`src/rtl/stk_pkg.sv`:
```
package stk_pkg;

    typedef enum logic [2:0] {
        OP_PUSH  = 3'd0,
        OP_POP   = 3'd1,
        OP_LCALL = 3'd2,
        OP_ACALL = 3'd3,
        OP_RET   = 3'd4
    } stk_op_e;

    typedef enum logic [2:0] {
        S_IDLE,
        S_PUSH_WR,
        S_POP_RD,
        S_CALL_LO,
        S_CALL_HI,
        S_RET_HI,
        S_RET_LO,
        S_FIN
    } stk_state_e;

    typedef enum logic [1:0] {
        WSEL_BYTE,
        WSEL_RET_LO,
        WSEL_RET_HI
    } wsel_e;

endpackage

```
`src/rtl/stk_ptr.sv`:
```
module stk_ptr #(
    parameter int SP_W   = 8,
    parameter int SP_RST = 7
) (
    input  logic            clk,
    input  logic            rst_n,
    input  logic            inc,
    input  logic            dec,
    output logic [SP_W-1:0] sp
);
    logic [SP_W-1:0] sp_q;

    always_ff @(posedge clk) begin
        if (!rst_n)
            sp_q <= SP_W'(SP_RST);
        else if (inc)
            sp_q <= sp_q + SP_W'(1);
        else if (dec)
            sp_q <= sp_q - SP_W'(1);
    end

    assign sp = sp_q;

    // the sequencer never asks for both directions at once
    a_r10_no_inc_dec: assert property (@(posedge clk) disable iff (!rst_n)
        !(inc && dec));

    // increment is modulo 2^SP_W
    a_r2_sp_step_up: assert property (@(posedge clk) disable iff (!rst_n)
        inc |=> sp_q == $past(sp_q) + SP_W'(1));

    // decrement is modulo 2^SP_W
    a_r3_sp_step_down: assert property (@(posedge clk) disable iff (!rst_n)
        (dec && !inc) |=> sp_q == $past(sp_q) - SP_W'(1));

endmodule

```
`src/rtl/call_addr_gen.sv`:
```
module call_addr_gen #(
    parameter int PC_W   = 16,
    parameter int PAGE_W = 11
) (
    input  logic [PC_W-1:0] pc_in,
    input  logic [PC_W-1:0] target_in,
    input  logic            is_abs,
    output logic [PC_W-1:0] ret_pc,
    output logic [PC_W-1:0] dest_pc
);
    localparam logic [PC_W-1:0] LEN_ABS  = PC_W'(2);
    localparam logic [PC_W-1:0] LEN_LONG = PC_W'(3);

    assign ret_pc = pc_in + (is_abs ? LEN_ABS : LEN_LONG);

    generate
        if (PAGE_W < PC_W) begin : g_paged
            assign dest_pc = is_abs ? {ret_pc[PC_W-1:PAGE_W], target_in[PAGE_W-1:0]}
                                    : target_in;
        end else begin : g_flat
            assign dest_pc = target_in;
        end
    endgenerate

endmodule

```
`src/rtl/stk_fsm.sv`:
```
module stk_fsm
    import stk_pkg::*;
(
    input  logic       clk,
    input  logic       rst_n,
    input  logic       cmd_valid,
    input  logic [2:0] cmd_op,
    output logic       accept,
    output logic       is_abs,
    output logic       sp_inc,
    output logic       sp_dec,
    output logic       wr_en,
    output logic       rd_en,
    output wsel_e      wsel,
    output logic       cap_hi,
    output logic       fin,
    output stk_op_e    op_q
);
    stk_state_e state_q, state_d;
    stk_op_e    op_in;

    assign op_in  = stk_op_e'(cmd_op);
    assign accept = (state_q == S_IDLE) && cmd_valid && (cmd_op <= 3'd4);
    assign is_abs = (op_in == OP_ACALL);

    // state register
    always_ff @(posedge clk) begin
        if (!rst_n) begin
            state_q <= S_IDLE;
            op_q    <= OP_PUSH;
        end else begin
            state_q <= state_d;
            if (accept)
                op_q <= op_in;
        end
    end

    // next state
    always_comb begin
        state_d = state_q;
        unique case (state_q)
            S_IDLE: begin
                if (accept) begin
                    unique case (op_in)
                        OP_PUSH:           state_d = S_PUSH_WR;
                        OP_POP:            state_d = S_POP_RD;
                        OP_LCALL, OP_ACALL: state_d = S_CALL_LO;
                        OP_RET:            state_d = S_RET_HI;
                        default:           state_d = S_IDLE;
                    endcase
                end
            end
            S_PUSH_WR: state_d = S_FIN;
            S_POP_RD:  state_d = S_FIN;
            S_CALL_LO: state_d = S_CALL_HI;
            S_CALL_HI: state_d = S_FIN;
            S_RET_HI:  state_d = S_RET_LO;
            S_RET_LO:  state_d = S_FIN;
            S_FIN:     state_d = S_IDLE;
            default:   state_d = S_IDLE;
        endcase
    end

    // outputs
    always_comb begin
        sp_inc = 1'b0;
        sp_dec = 1'b0;
        wr_en  = 1'b0;
        rd_en  = 1'b0;
        wsel   = WSEL_BYTE;
        cap_hi = 1'b0;
        fin    = 1'b0;
        unique case (state_q)
            S_IDLE:
                sp_inc = accept && (op_in inside {OP_PUSH, OP_LCALL, OP_ACALL});
            S_PUSH_WR: begin
                wr_en = 1'b1;
                wsel  = WSEL_BYTE;
            end
            S_POP_RD: begin
                rd_en  = 1'b1;
                sp_dec = 1'b1;
            end
            S_CALL_LO: begin
                wr_en  = 1'b1;
                wsel   = WSEL_RET_LO;
                sp_inc = 1'b1;
            end
            S_CALL_HI: begin
                wr_en = 1'b1;
                wsel  = WSEL_RET_HI;
            end
            S_RET_HI: begin
                rd_en  = 1'b1;
                sp_dec = 1'b1;
            end
            S_RET_LO: begin
                rd_en  = 1'b1;
                sp_dec = 1'b1;
                cap_hi = 1'b1;
            end
            S_FIN:
                fin = 1'b1;
            default: ;
        endcase
    end

    // return always reads twice in a row
    a_r6_ret_two_reads: assert property (@(posedge clk) disable iff (!rst_n)
        (state_q == S_RET_HI) |=> (state_q == S_RET_LO));

    // call writes low byte then high byte
    a_r4_call_lo_then_hi: assert property (@(posedge clk) disable iff (!rst_n)
        (state_q == S_CALL_LO) |=> (state_q == S_CALL_HI));

    // the finishing cycle is always followed by idle
    a_r8_fin_to_idle: assert property (@(posedge clk) disable iff (!rst_n)
        fin |=> (state_q == S_IDLE));

endmodule

```
`src/rtl/stack_call_ctrl.sv`:
```
module stack_call_ctrl
    import stk_pkg::*;
#(
    parameter int DATA_W   = 8,
    parameter int SP_RESET = 7,
    parameter int PAGE_W   = 11
) (
    input  logic                clk,
    input  logic                rst_n,
    input  logic                cmd_valid,
    input  logic [2:0]          cmd_op,
    input  logic [DATA_W-1:0]   push_data,
    input  logic [2*DATA_W-1:0] pc_in,
    input  logic [2*DATA_W-1:0] target_in,
    output logic                ram_we,
    output logic [DATA_W-1:0]   ram_waddr,
    output logic [DATA_W-1:0]   ram_wdata,
    output logic                ram_re,
    output logic [DATA_W-1:0]   ram_raddr,
    input  logic [DATA_W-1:0]   ram_rdata,
    output logic [DATA_W-1:0]   pop_data,
    output logic [2*DATA_W-1:0] pc_out,
    output logic                pc_load,
    output logic                done
);
    localparam int PC_W = 2 * DATA_W;
    localparam int SP_W = DATA_W;

    logic            accept, is_abs, sp_inc, sp_dec, wr_en, rd_en, cap_hi, fin;
    wsel_e           wsel;
    stk_op_e         op_q;
    logic [SP_W-1:0] sp;
    logic [PC_W-1:0] ret_pc, dest_pc;

    logic [DATA_W-1:0] byte_q, hi_q, pop_q;
    logic [PC_W-1:0]   ret_q, dest_q, pc_q;
    logic              fin_pop, fin_ret, fin_call;

    stk_fsm u_fsm (
        .clk       (clk),
        .rst_n     (rst_n),
        .cmd_valid (cmd_valid),
        .cmd_op    (cmd_op),
        .accept    (accept),
        .is_abs    (is_abs),
        .sp_inc    (sp_inc),
        .sp_dec    (sp_dec),
        .wr_en     (wr_en),
        .rd_en     (rd_en),
        .wsel      (wsel),
        .cap_hi    (cap_hi),
        .fin       (fin),
        .op_q      (op_q)
    );

    stk_ptr #(.SP_W(SP_W), .SP_RST(SP_RESET)) u_sp (
        .clk   (clk),
        .rst_n (rst_n),
        .inc   (sp_inc),
        .dec   (sp_dec),
        .sp    (sp)
    );

    call_addr_gen #(.PC_W(PC_W), .PAGE_W(PAGE_W)) u_addr (
        .pc_in     (pc_in),
        .target_in (target_in),
        .is_abs    (is_abs),
        .ret_pc    (ret_pc),
        .dest_pc   (dest_pc)
    );

    assign fin_pop  = fin && (op_q == OP_POP);
    assign fin_ret  = fin && (op_q == OP_RET);
    assign fin_call = fin && (op_q inside {OP_LCALL, OP_ACALL});

    always_ff @(posedge clk) begin
        if (!rst_n) begin
            byte_q <= '0;
            ret_q  <= '0;
            dest_q <= '0;
            hi_q   <= '0;
            pop_q  <= '0;
            pc_q   <= '0;
        end else begin
            if (accept) begin
                byte_q <= push_data;
                ret_q  <= ret_pc;
                dest_q <= dest_pc;
            end
            if (cap_hi)
                hi_q <= ram_rdata;
            if (fin_pop)
                pop_q <= ram_rdata;
            if (fin_ret)
                pc_q <= {hi_q, ram_rdata};
            else if (fin_call)
                pc_q <= dest_q;
        end
    end

    always_comb begin
        unique case (wsel)
            WSEL_RET_LO: ram_wdata = ret_q[DATA_W-1:0];
            WSEL_RET_HI: ram_wdata = ret_q[PC_W-1:DATA_W];
            default:     ram_wdata = byte_q;
        endcase
    end

    assign ram_we    = wr_en;
    assign ram_waddr = sp;
    assign ram_re    = rd_en;
    assign ram_raddr = sp;

    assign pop_data = fin_pop ? ram_rdata : pop_q;
    assign pc_out   = fin_ret  ? {hi_q, ram_rdata} :
                      fin_call ? dest_q : pc_q;
    assign pc_load  = fin_ret || fin_call;
    assign done     = fin;

    // one RAM access per cycle at most
    a_r10_one_access: assert property (@(posedge clk) disable iff (!rst_n)
        !(ram_we && ram_re));

    // done follows a RAM access
    a_r7_done_after_access: assert property (@(posedge clk) disable iff (!rst_n)
        done |-> $past(ram_we || ram_re));

    // pc_load only together with done
    a_r7_pcload_in_done: assert property (@(posedge clk) disable iff (!rst_n)
        pc_load |-> done);

    // nothing happens in the cycle after done
    a_r8_quiet_after_done: assert property (@(posedge clk) disable iff (!rst_n)
        done |=> !(ram_we || ram_re || done));

endmodule

```
`config.mk`:
```
export PLATFORM = sky130hd
export DESIGN_NAME = stack_call_ctrl
export DESIGN_NICKNAME = d
export VERILOG_FILES = /design/src/rtl/stk_pkg.sv /design/src/rtl/stk_ptr.sv /design/src/rtl/call_addr_gen.sv /design/src/rtl/stk_fsm.sv /design/src/rtl/stack_call_ctrl.sv
export SDC_FILE = /design/constraint.sdc
export NUM_CORES = 1
export LEC_CHECK = 0
export BUFFER_PORTS_ARGS = -buffer_cell sky130_fd_sc_hd__buf_2
export CAP_MARGIN = 10
export CORE_ASPECT_RATIO = 0.75
export CORE_MARGIN = 3
export CORE_UTILIZATION = 56
export CTS_BUF_LIST = sky130_fd_sc_hd__clkbuf_2 sky130_fd_sc_hd__clkbuf_4 sky130_fd_sc_hd__clkbuf_8
export DETAILED_ROUTE_END_ITERATION = 8
export PLACE_DENSITY = 0.83
export SYNTH_ARGS = -nofsm -noshare
export SYNTH_HDL_FRONTEND = slang
export SYNTH_SLANG_ARGS = --single-unit
```
`constraint.sdc`:
```
create_clock -name clk -period 3.57 [get_ports clk]
set_input_delay 0.714 -clock clk [delete_from_list [all_inputs] [get_ports clk]]
set_output_delay 0.714 -clock clk [all_outputs]
set_load 0.01 [all_outputs]
```
==> flow_metrics.py <==
metrics = {
    "run_status": {
        "status": "completed",
    },
    "sta": {
        "fin_tns_setup_ns": 0,
        "setup_viol": 0,
        "setup_ws_ns": 0.396,
        "rsz0062_at_grt": "false",
        "hold_viol": 0,
        "period_share_pct": 88.9,
        "fmax_ghz": 0.315,
        "finClkSkew_ns": 0.0104,
        "slew_viol_final": 0,
        "worstMarginPinSlew_ns": 0.632,
        "slew_headroom_pct": 57.8,
        "min_period_ns": 3.17,
    },
    "yosys": {
        "synthFlopType": "dfxtp_1",
        "synth_nets": 577,
        "postSynthCellCount": 513,
        "ys_seq_elements": 86,
        "ys_warn_count": 0,
        "synthArstFlopShare_pct": 0,
        "yosysSeqAreaShare_pct": 39.1,
        "synth.avg_cell_area_um2": 8.59,
        "synth_area_um2": 4410,
        "ys_types": 50,
        "synth_edf_count": 0,
    },
    "critical_path": {
        "worst_setup_path_start_kind": "register",
        "critPathRequiredTime_ns": 2.86,
        "crit_start": "u_fsm.state_q[2]$_SDFFE_PN0P_",
        "critPathArrivalTime_ns": 2.46,
        "end_kind": "output port",
        "r2r-start": "u_fsm.state_q[0]$_SDFFE_PN0P_",
        "path_max_fanout": 17,
        "crit_type": "reg2out",
    },
    "power": {
        "power_w": 0.00252,
        "clock_power_share_pct": 25.2,
        "p_int_w": 0.00163,
        "power_density_nw_per_um2": 498,
        "pwr-share-comb_pct": 30.5,
        "seqPwrFrac_pct": 44.3,
        "leakage_nw": 2.14,
        "p_sw_share_pct": 35.5,
        "peakVddDrop_mv": 0.393,
        "power_switching_w": 0.000896,
    },
    "cells_and_area": {
        "seq_area_um2": 1720,
        "nFillCells": 623,
        "final_cell_mix": "buf_2 (105), dfxtp_1 (86), nand2_1 (80), a21oi_1 (46)",
        "final_common_cell": "buf_2",
        "antenna_cells": 0,
        "multi_input_area_um2": 2410,
        "drive_above_1_share_pct": 27.4,
        "nets": 661,
        "syn2layout_area_growth_pct": 14.9,
        "finalNonFillerCells": 703,
        "final_area_um2": 5060,
    },
    "floorplan": {
        "core_um2": 7500,
        "die_w_um": 108,
        "die_h_um": 82.8,
        "ios": 106,
        "num_rows": 27,
        "die_area_um2": 8980,
        "start_util_pct": 58.8,
    },
    "clock_tree": {
        "cts_root_buf": "clkbuf_8",
        "tritoncts": "done",
        "clock_path_buffers": 2,
        "post-cts-setup-buffers": 0,
        "clkSinkCount": 86,
        "cts_hold_repair.buffers": 0,
        "h-tree-depth": 3,
        "cts_resized": 0,
        "clock_latency_ns": 0.36,
        "numCtsBuffers": 9,
        "clk_pin_slew_ns": 0.08,
    },
    "placed_design": {
        "pre_cts_slack_ns": 0.769,
        "hpwlAfterDp_um": 8070,
        "dp.cells": 687,
        "dpl_cell_area_um2": 4890,
        "port-buffer-count": 105,
        "routabilityCongestion": 0.937,
    },
    "detailed_routing": {
        "dr.pass1.iters": 6,
        "dr_total_vias": 4000,
        "final_antenna_net_count": 0,
        "routedWlPerCell_um": 15.8,
        "routed_via_density": 5.69,
        "drt_iter0_drc": 304,
        "wl_um": 11100,
        "route.detailed.drc": 0,
    },
    "global_route": {
        "grt-ovfl-total": 0,
        "antenna_found_initial": 0,
        "grt_pass1_vias": 3686,
        "grt_max_degree": 46,
        "grt_pass1_wl_um": 18400,
        "groute.usage.overall_pct": 25.2,
    },
    "min_path": {
        "min-delay-start": "ret_q[2]$_SDFFE_PN0P_",
        "hold_class": "reg2reg",
    },
    "run": {
        "drv_cap": 0,
    },
}
-- layout make-up --
type	count	area share (%)
clock inverters	7	1.06
well taps	101	2.50
clock buffers	9	2.45
multi-input cells	377	47.6
flip-flops and latches	86	34.0
repair buffers	115	11.9
inverters	8	0.593
-- power groups by stage --
stage	Clock (W)	Sequential, W	Combinational [W]
floorplan	0	0.00113	0.000573
global placement	0	0.00113	0.000744
detailed placement	0	0.00114	0.000765
CTS	0.000644	0.00112	0.000768
global route	0.000686	0.00113	0.000864
finish	0.000636	0.00112	0.000770
-- final timing paths --
check	slack, ns	cells past startpoint	end
setup / recovery	0.40	4	pop_data[0]
hold / removal	0.47	2	ret_q[2]$_SDFFE_PN0P_
setup reg to reg	0.95	10	u_sp.sp[7]$_SDFFE_PN0P_
hold reg to reg	0.47	2	ret_q[2]$_SDFFE_PN0P_
-- metrics by stage --
step / util (%) / hold slack [ns]
floorplan: - / 0.428
global placement: 65.2 / 0.439
detailed placement: 65.2 / 0.451
CTS: 67.5 / 0.463
global route: 67.5 / 0.493
finish: 67.5 / 0.465
-- registers in the layout, indices dropped and copies added (netlist names) --
signal	flops
hi_q	8
u_fsm.op_q	3
pop_q	8
u_sp.sp	8
u_fsm.state_q	3
byte_q	8
ret_q	16
pc_q	16
dest_q	16
-- cells in the mapped netlist, types with 11 or more instances --
| cell | n | area (µm²) |
|---|---|---|
| a21oi_1 | 46 | 230 |
| and2_1 | 26 | 163 |
| buf_4 | 11 | 82.6 |
| clkbuf_1 | 18 | 67.6 |
| dfxtp_1 | 86 | 1720 |
| mux2i_1 | 29 | 290 |
| nand2_1 | 80 | 300 |
| nand3_1 | 17 | 85.1 |
| nor2_1 | 29 | 109 |
| o21ai_0 | 25 | 125 |
| o21ai_2 | 16 | 140 |
-- critical path, stage by stage (launching register included) --
cell     delay (ns)
dfxtp_1        0.73
nand3_4        0.22
nor4b_4        0.58
mux2_2         0.43
buf_2          0.14
-- routing by layer --
layer / part of all wire, % / up-vias / global-route usage [%]
met5: 0 / - / 0
met4: 1.1 / 0 / 4.70
met3: 8.5 / 19 / 6.22
met2: 46 / 166 / 39.4
met1: 44 / 1855 / 35.5
li1: - / 1960 / -
-- cells by family (layout without fill, tap and decap cells) --
kind of cell | after synthesis | count (layout) | share of synthesized area [%]
mux | 37 | 37 | 8.63
flops | 86 | 86 | 39.1
buf+inv | 50 | 139 | 6.42
xor+xnor | 18 | 18 | 3.58
simple gates | 188 | 188 | 21.9
fa+ha+maj | 10 | 10 | 3.01
compound gates | 124 | 124 | 17.4
Power figures use the tool's default switching activity.
